`config.mk`:
```
export PLATFORM = sky130hd
export DESIGN_NAME = lcd_timing_gen
export DESIGN_NICKNAME = d
export VERILOG_FILES = /design/src/rtl/lcd_timing_pkg.sv /design/src/rtl/lcd_cfg_regs.sv /design/src/rtl/lcd_axis_ctr.sv /design/src/rtl/lcd_timing_gen.sv
export SDC_FILE = /design/constraint.sdc
export NUM_CORES = 1
export LEC_CHECK = 0
export CORE_AREA = 2 2 224 226
export DETAILED_ROUTE_END_ITERATION = 12
export DIE_AREA = 0 0 226 228
export PLACE_DENSITY = 0.72
export SYNTH_ARGS = -nofsm -noshare
export SYNTH_HDL_FRONTEND = slang
export SYNTH_SLANG_ARGS = --single-unit
```
`constraint.sdc`:
```
create_clock -name clk -period 11.85 [get_ports clk]
set_input_delay 2.9625 -clock clk [delete_from_list [all_inputs] [get_ports clk]]
set_output_delay 2.9625 -clock clk [all_outputs]
set_load 0.01 [all_outputs]
```
`src/rtl/lcd_timing_pkg.sv`:
```
package lcd_timing_pkg;

  localparam int WORD_W = 32;
  localparam int FLD_W  = WORD_W / 2;
  localparam int CNT_W  = FLD_W + 3;
  localparam int ADDR_W = 3;
  localparam int NWORD  = 4;

  // Output configuration word layout
  localparam int HPOL_BIT = 0;
  localparam int VPOL_BIT = 1;
  localparam int FMT_LSB  = 8;
  localparam int FMT_W    = 4;
  // Interrupt control bit position shared by enable/disable/ack writes
  localparam int SOF_BIT  = 0;

  // Shadow word indices equal their write addresses
  localparam int SH_ACT  = 0;
  localparam int SH_SYNC = 1;
  localparam int SH_HP   = 2;
  localparam int SH_VP   = 3;

  typedef enum logic [ADDR_W-1:0] {
    A_ACTIVE  = 3'd0,
    A_SYNC    = 3'd1,
    A_HPORCH  = 3'd2,
    A_VPORCH  = 3'd3,
    A_OUTCFG  = 3'd4,
    A_IRQ_ON  = 3'd5,
    A_IRQ_OFF = 3'd6,
    A_IRQ_ACK = 3'd7
  } reg_addr_e;

  typedef struct packed {
    logic [CNT_W-1:0] sync_len;
    logic [CNT_W-1:0] bp_len;
    logic [CNT_W-1:0] act_len;
    logic [CNT_W-1:0] fp_len;
  } axis_len_t;

  function automatic logic [CNT_W-1:0] plus1(input logic [FLD_W-1:0] f);
    return CNT_W'(f) + CNT_W'(1);
  endfunction

  function automatic axis_len_t mk_h(input logic [WORD_W-1:0] sync_w,
                                     input logic [WORD_W-1:0] hp_w,
                                     input logic [WORD_W-1:0] act_w);
    axis_len_t l;
    l.sync_len = plus1(sync_w[FLD_W-1:0]);
    l.bp_len   = plus1(hp_w[WORD_W-1:FLD_W]);
    l.act_len  = plus1(act_w[FLD_W-1:0]);
    l.fp_len   = plus1(hp_w[FLD_W-1:0]);
    return l;
  endfunction

  // Vertical back porch is held as its true line count.
  function automatic axis_len_t mk_v(input logic [WORD_W-1:0] sync_w,
                                     input logic [WORD_W-1:0] vp_w,
                                     input logic [WORD_W-1:0] act_w);
    axis_len_t l;
    l.sync_len = plus1(sync_w[WORD_W-1:FLD_W]);
    l.bp_len   = CNT_W'(vp_w[WORD_W-1:FLD_W]);
    l.act_len  = plus1(act_w[WORD_W-1:FLD_W]);
    l.fp_len   = plus1(vp_w[FLD_W-1:0]);
    return l;
  endfunction

endpackage

```
`src/rtl/lcd_cfg_regs.sv`:
```
module lcd_cfg_regs
  import lcd_timing_pkg::*;
#(
  parameter logic [WORD_W-1:0] RST_ACT  = 32'h0003_0007,
  parameter logic [WORD_W-1:0] RST_SYNC = 32'h0000_0001,
  parameter logic [WORD_W-1:0] RST_HP   = 32'h0002_0001,
  parameter logic [WORD_W-1:0] RST_VP   = 32'h0002_0000
) (
  input  logic                         clk,
  input  logic                         rst_n,
  input  logic                         wr_en,
  input  logic [ADDR_W-1:0]            wr_addr,
  input  logic [WORD_W-1:0]            wr_data,
  input  logic                         sof_evt,
  output logic [NWORD-1:0][WORD_W-1:0] shadow,
  output logic                         hs_pol,
  output logic                         vs_pol,
  output logic [FMT_W-1:0]             fmt,
  output logic                         irq_en,
  output logic                         irq_stat
);

  localparam int OC_W = FMT_W + 2;

  logic [NWORD-1:0][WORD_W-1:0] shadow_nx;
  logic [OC_W-1:0]              oc_q, oc_nx;
  logic                         en_nx, stat_nx;

  always_comb begin
    shadow_nx = shadow;
    for (int i = 0; i < NWORD; i++) begin
      if (wr_en && (wr_addr == ADDR_W'(i))) shadow_nx[i] = wr_data;
    end

    oc_nx = oc_q;
    if (wr_en && (wr_addr == A_OUTCFG))
      oc_nx = {wr_data[FMT_LSB +: FMT_W], wr_data[VPOL_BIT], wr_data[HPOL_BIT]};

    en_nx = irq_en;
    if (wr_en && (wr_addr == A_IRQ_ON)  && wr_data[SOF_BIT]) en_nx = 1'b1;
    if (wr_en && (wr_addr == A_IRQ_OFF) && wr_data[SOF_BIT]) en_nx = 1'b0;

    stat_nx = irq_stat;
    if (wr_en && (wr_addr == A_IRQ_ACK) && wr_data[SOF_BIT]) stat_nx = 1'b0;
    if (sof_evt) stat_nx = 1'b1;  // a new event wins over a same-cycle clear
  end

  always_ff @(posedge clk or negedge rst_n) begin
    if (!rst_n) begin
      shadow   <= {RST_VP, RST_HP, RST_SYNC, RST_ACT};
      oc_q     <= '0;
      irq_en   <= 1'b0;
      irq_stat <= 1'b0;
    end else begin
      shadow   <= shadow_nx;
      oc_q     <= oc_nx;
      irq_en   <= en_nx;
      irq_stat <= stat_nx;
    end
  end

  assign hs_pol = oc_q[0];
  assign vs_pol = oc_q[1];
  assign fmt    = oc_q[OC_W-1:2];

endmodule

```
`src/rtl/lcd_axis_ctr.sv`:
```
module lcd_axis_ctr
  import lcd_timing_pkg::*;
(
  input  logic             clk,
  input  logic             rst_n,
  input  logic             step,
  input  axis_len_t        len,
  output logic             wrap,
  output logic             in_sync,
  output logic             in_act,
  output logic [FLD_W-1:0] pos
);

  logic [CNT_W-1:0] cnt, cnt_nx;
  logic [CNT_W-1:0] act_start, act_end, total;

  always_comb begin
    act_start = len.sync_len + len.bp_len;
    act_end   = act_start + len.act_len;
    total     = act_end + len.fp_len;
    wrap      = (cnt == total - CNT_W'(1));
    in_sync   = (cnt < len.sync_len);
    in_act    = (cnt >= act_start) && (cnt < act_end);
    pos       = in_act ? FLD_W'(cnt - act_start) : '0;
    cnt_nx    = cnt;
    if (step) cnt_nx = wrap ? '0 : cnt + CNT_W'(1);
  end

  always_ff @(posedge clk or negedge rst_n) begin
    if (!rst_n) cnt <= '0;
    else        cnt <= cnt_nx;
  end

endmodule

```
`src/rtl/lcd_timing_gen.sv`:
```
module lcd_timing_gen
  import lcd_timing_pkg::*;
#(
  parameter logic [WORD_W-1:0] RST_ACT  = 32'h0003_0007,
  parameter logic [WORD_W-1:0] RST_SYNC = 32'h0000_0001,
  parameter logic [WORD_W-1:0] RST_HP   = 32'h0002_0001,
  parameter logic [WORD_W-1:0] RST_VP   = 32'h0002_0000
) (
  input  logic              clk,
  input  logic              rst_n,
  input  logic              pix_ce,
  input  logic              wr_en,
  input  logic [ADDR_W-1:0] wr_addr,
  input  logic [WORD_W-1:0] wr_data,
  output logic              hsync,
  output logic              vsync,
  output logic              de,
  output logic [FLD_W-1:0]  px_x,
  output logic [FLD_W-1:0]  px_y,
  output logic [FMT_W-1:0]  out_fmt,
  output logic              sof_pulse,
  output logic              irq
);

  localparam int NAX = 2;  // 0: horizontal, 1: vertical

  logic [NWORD-1:0][WORD_W-1:0] shadow, live, live_nx;
  logic                         hs_pol, vs_pol, irq_en, irq_stat;
  logic                         frame_end, sof_q, sof_nx;
  axis_len_t                    len [NAX];
  logic [NAX-1:0]               step, wrap, in_sync, in_act;
  logic [NAX-1:0][FLD_W-1:0]    pos;

  lcd_cfg_regs #(
    .RST_ACT (RST_ACT),
    .RST_SYNC(RST_SYNC),
    .RST_HP  (RST_HP),
    .RST_VP  (RST_VP)
  ) u_cfg (
    .clk     (clk),
    .rst_n   (rst_n),
    .wr_en   (wr_en),
    .wr_addr (wr_addr),
    .wr_data (wr_data),
    .sof_evt (sof_q),
    .shadow  (shadow),
    .hs_pol  (hs_pol),
    .vs_pol  (vs_pol),
    .fmt     (out_fmt),
    .irq_en  (irq_en),
    .irq_stat(irq_stat)
  );

  always_comb begin
    len[0]    = mk_h(live[SH_SYNC], live[SH_HP], live[SH_ACT]);
    len[1]    = mk_v(live[SH_SYNC], live[SH_VP], live[SH_ACT]);
    step[0]   = pix_ce;
    step[1]   = pix_ce & wrap[0];
    frame_end = pix_ce & wrap[0] & wrap[1];
    live_nx   = frame_end ? shadow : live;
    sof_nx    = frame_end;
  end

  for (genvar g = 0; g < NAX; g++) begin : g_axis
    lcd_axis_ctr u_axis (
      .clk    (clk),
      .rst_n  (rst_n),
      .step   (step[g]),
      .len    (len[g]),
      .wrap   (wrap[g]),
      .in_sync(in_sync[g]),
      .in_act (in_act[g]),
      .pos    (pos[g])
    );
  end

  always_ff @(posedge clk or negedge rst_n) begin
    if (!rst_n) begin
      live  <= {RST_VP, RST_HP, RST_SYNC, RST_ACT};
      sof_q <= 1'b0;
    end else begin
      live  <= live_nx;
      sof_q <= sof_nx;
    end
  end

  assign hsync     = in_sync[0] ^ hs_pol;
  assign vsync     = in_sync[1] ^ vs_pol;
  assign de        = in_act[0] & in_act[1];
  assign px_x      = de ? pos[0] : '0;
  assign px_y      = de ? pos[1] : '0;
  assign sof_pulse = sof_q;
  assign irq       = irq_stat & irq_en;

endmodule

```
==> results by group <==
Timing
  – Setup TNS: 0 ns
  – Tightest Pin Transition: about 1.2 ns
  – Post-layout min period: ~11 ns
  – Slew Viols, Final: 0
  – RSZ-0062 raised after global routing: no
  – Final Hold Fails: 0
  – Slew HR: 0.206
  – FMAX: 89.2 MHz
  – Setup violations, final: 0
  – Period utilisation layout: 0.946
  – Clock Skews: 0.0307 ns
  – Fin worst setup slack: approximately 0.64 ns
  – WHS: between 0.4 and 0.5 ns

Detailed routing
  – Final wirelength: 60800 µm
  – Via count: 16500
  – Initial DRT Pass Iterations: 7
  – Drt initial violations: ~1200
  – Vias per inst: around 5.8
  – Residual DRC count: 0
  – Final ANT Viol Nets: 0
  – Avg WL per Cell: 21.2 µm

Floorplan
  – Core area: 0.0493 mm²
  – Die width: between 200 and 250 µm
  – Die Ht: ~230 µm
  – Die footprint: 0.0515 mm²
  – IO Pins: 80
  – Initial core utilization: 0.443
  – Site row count: 82

Synth
  – Synth Register Bits: just over 300
  – Avg Cell Area, Syn: about 10 µm²
  – Cells after synthesis: ~2100
  – Post-synth top area share: 0.327
  – Mapped Area: roughly 0.022 mm²
  – Top cell type by total area after synthesis: dfrtp_1
  – Post-synth EDFFs: 0
  – Library cells used by synthesis: between 90 and 100
  – Fraction of registers with async set or reset after synthesis: 1.00
  – Post-Syn Nets: between 2000 and 2500
  – Largest cells by area after synthesis: dfrtp_1 (33%), ha_1 (12%), mux2_2 (7.3%), mux2_4 (6.9%), xnor2_1 (4.0%)
  – Total number of yosys warnings: 0
  – Sequential share of the synthesized area: 0.348
  – Most common flop cell mapped by yosys: dfrtp_1

GRT
  – First-pass GRT wire length: 94300 µm
  – Global route overflow: 0
  – Vias in the first global route: between 15000 and 20000
  – Total track usage: 0.236
  – Initial antenna violation count: 1
  – Pin count of the biggest net entering global routing: about 190

Finish
  – Util after Layout: 0.493
  – Fill count: roughly 4400
  – Most common cell after layout, fill and taps aside: dfrtp_1
  – ANT cells: 0
  – Area delta synth->final: 11.4%
  – Final Net Count: approximately 2400
  – Layout cells sized above 1: 0.165
  – Most frequent cells in the layout: dfrtp_1 (285), ha_1 (205), inv_1 (169)

Clock tree
  – Post-cts resize count: 0
  – Root buffer cell: clkbuf_16
  – H-tree levels: 2
  – Worst skew pair latency: 0.57 ns
  – CTS tree: built
  – Clk slew on worst S/H paths: approximately 0.060 ns
  – CTS Buf Count: 36
  – CTS max path bufs: 3
  – Clock sink count: about 300
  – Hold_buf cts: 0
  – Post-CTS setup buffer count: 0

Pwr
  – Pleak: roughly 11 nW
  – VDD IR-drop max: roughly 94 µV
  – Switching Fraction: 0.279
  – Sw power: between 0.7 and 0.8 mW
  – Sequential share of power: 0.456
  – Clk pwr share: 0.398
  – Combinational fraction of design power: 0.146
  – Cell Int Power: around 2.0 mW
  – Pwr dens: between 100 and 150 mW/mm²

Placement
  – Post-Place Worst Slack: ~1.1 ns
  – I/O Buffers: slightly below 80
  – GPL Wtd Cong: 0.924
  – Post-DP HPWL: roughly 46000 µm

Worst setup path
  – Critical path capture point type: output pin
  – Reg-to-Reg End: live[95]
  – Most used cell, CP: ha_1
  – Reg-to-Reg Start: live[32]
  – FF-to-FF setup slack: 2.76 ns
  – Crit. Startpoint: live[48]
  – Reg2Reg Depth: 29
  – Slowest stage cell, crit path: clkdlybuf4s50_1
  – Max incr delay on CP: roughly 0.60 ns
  – Startpoint types: flip-flop
  – Crit path DAT: between 8 and 9 ns
  – Crit Path Class: flip-flop to output pin
  – CP max FO: 33
  – CP required: between 8 and 9 ns

Hold path
  – Cells on Worst Hold Path: 1
  – Hold Path Class: flip-flop to flip-flop
  – End of the worst hold path: u_cfg.irq_stat
  – Min-delay src: u_cfg.irq_stat

Outcome
  – Status: completed

Flow run
  – Max Cap Viol: 0
==> synth_stat cells, types with 48 or more instances <==
master   instances
mux2_2         142
mux2_4         100
dfrtp_1        285
a21oi_1        115
inv_1          169
nand3_1         66
xor2_1          67
nor2_1          72
ha_1           206
nand2_1         87
xnor2_1         99
o21ai_0         94
a21o_1          48
==> through the flow <==
step / cells / power, mW / cell area (µm²)
finish: 2872 / 2.74 / 24300
global route: 2872 / 2.86 / 24300
CTS: 2872 / 2.76 / 24300
detailed placement: 2806 / 1.67 / 23200
global placement: 2806 / 1.65 / 23200
floorplan: 2099 / 1.50 / 21800
==> power groups by stage <==
stage                     combinational, mW  sequential [mW]  clock [mW]
final                                 0.400             1.25        1.09
after global routing                  0.447             1.26        1.16
after CTS                             0.404             1.25        1.11
after detailed placement              0.401             1.26           0
after global placement                0.392             1.26           0
after floorplan                       0.278             1.22           0
==> worst max path at each step <==
stage / depth (start not counted) / end / slack, ns
2_1_floorplan: 30 / px_y[3] / 2.64
3_3_place_gp: 28 / px_x[15] / 1.21
3_5_place_dp: 28 / px_x[15] / 1.06
4_1_cts: 28 / px_x[15] / 0.43
5_1_grt: 30 / px_y[12] / 0.07
6_report: 30 / px_x[15] / 0.64
==> layout make-up <==
type                            instances  area, µm²  share of cell area
Timing Repair Buffer                   88        888              0.0365
Sequential cell                       303       7600               0.313
Clock inverter                         15        134             0.00550
Tap cell                              672        841              0.0346
Inverter                              170        638              0.0262
Multi-Input combinational cell       1573      13200               0.543
Clock buffer                           51       1010              0.0414
==> routing by layer <==
layer / wire length (µm) / global-route usage
met1: 29300 / 0.349
met2: 26900 / 0.364
met3: 3110 / 0.0259
met4: 1440 / 0.0677
met5: 0 / 0
==> sequential cells by signal, indices dropped and copies added (netlist names) <==
signal             flops
u_cfg.shadow         128
u_cfg.oc_q             6
sof_pulse              1
g_axis.u_axis.cnt     38
u_cfg.irq_en           1
len                   16
live                 112
u_cfg.irq_stat         1
==> worst max-delay path, delay by kind of cell (launching register included) <==
kind / cells / cell delay, ns
xor+xnor: 3 / 0.62
fa+ha+maj: 4 / 1.26
buf+inv: 3 / 0.93
flops: 1 / 0.42
simple gates: 11 / 2.04
compound gates: 9 / 2.43
==> cells by family (layout without fill, tap and decap cells) <==
group	Yosys count	count (layout)	synth area share
compound gates	419	419	0.125
fa+ha+maj	214	214	0.125
mux	281	281	0.161
xor+xnor	170	170	0.0709
simple gates	489	489	0.122
flops	303	303	0.348
buf+inv	223	324	0.0478
No activity file was read; power rests on OpenSTA's default activity.
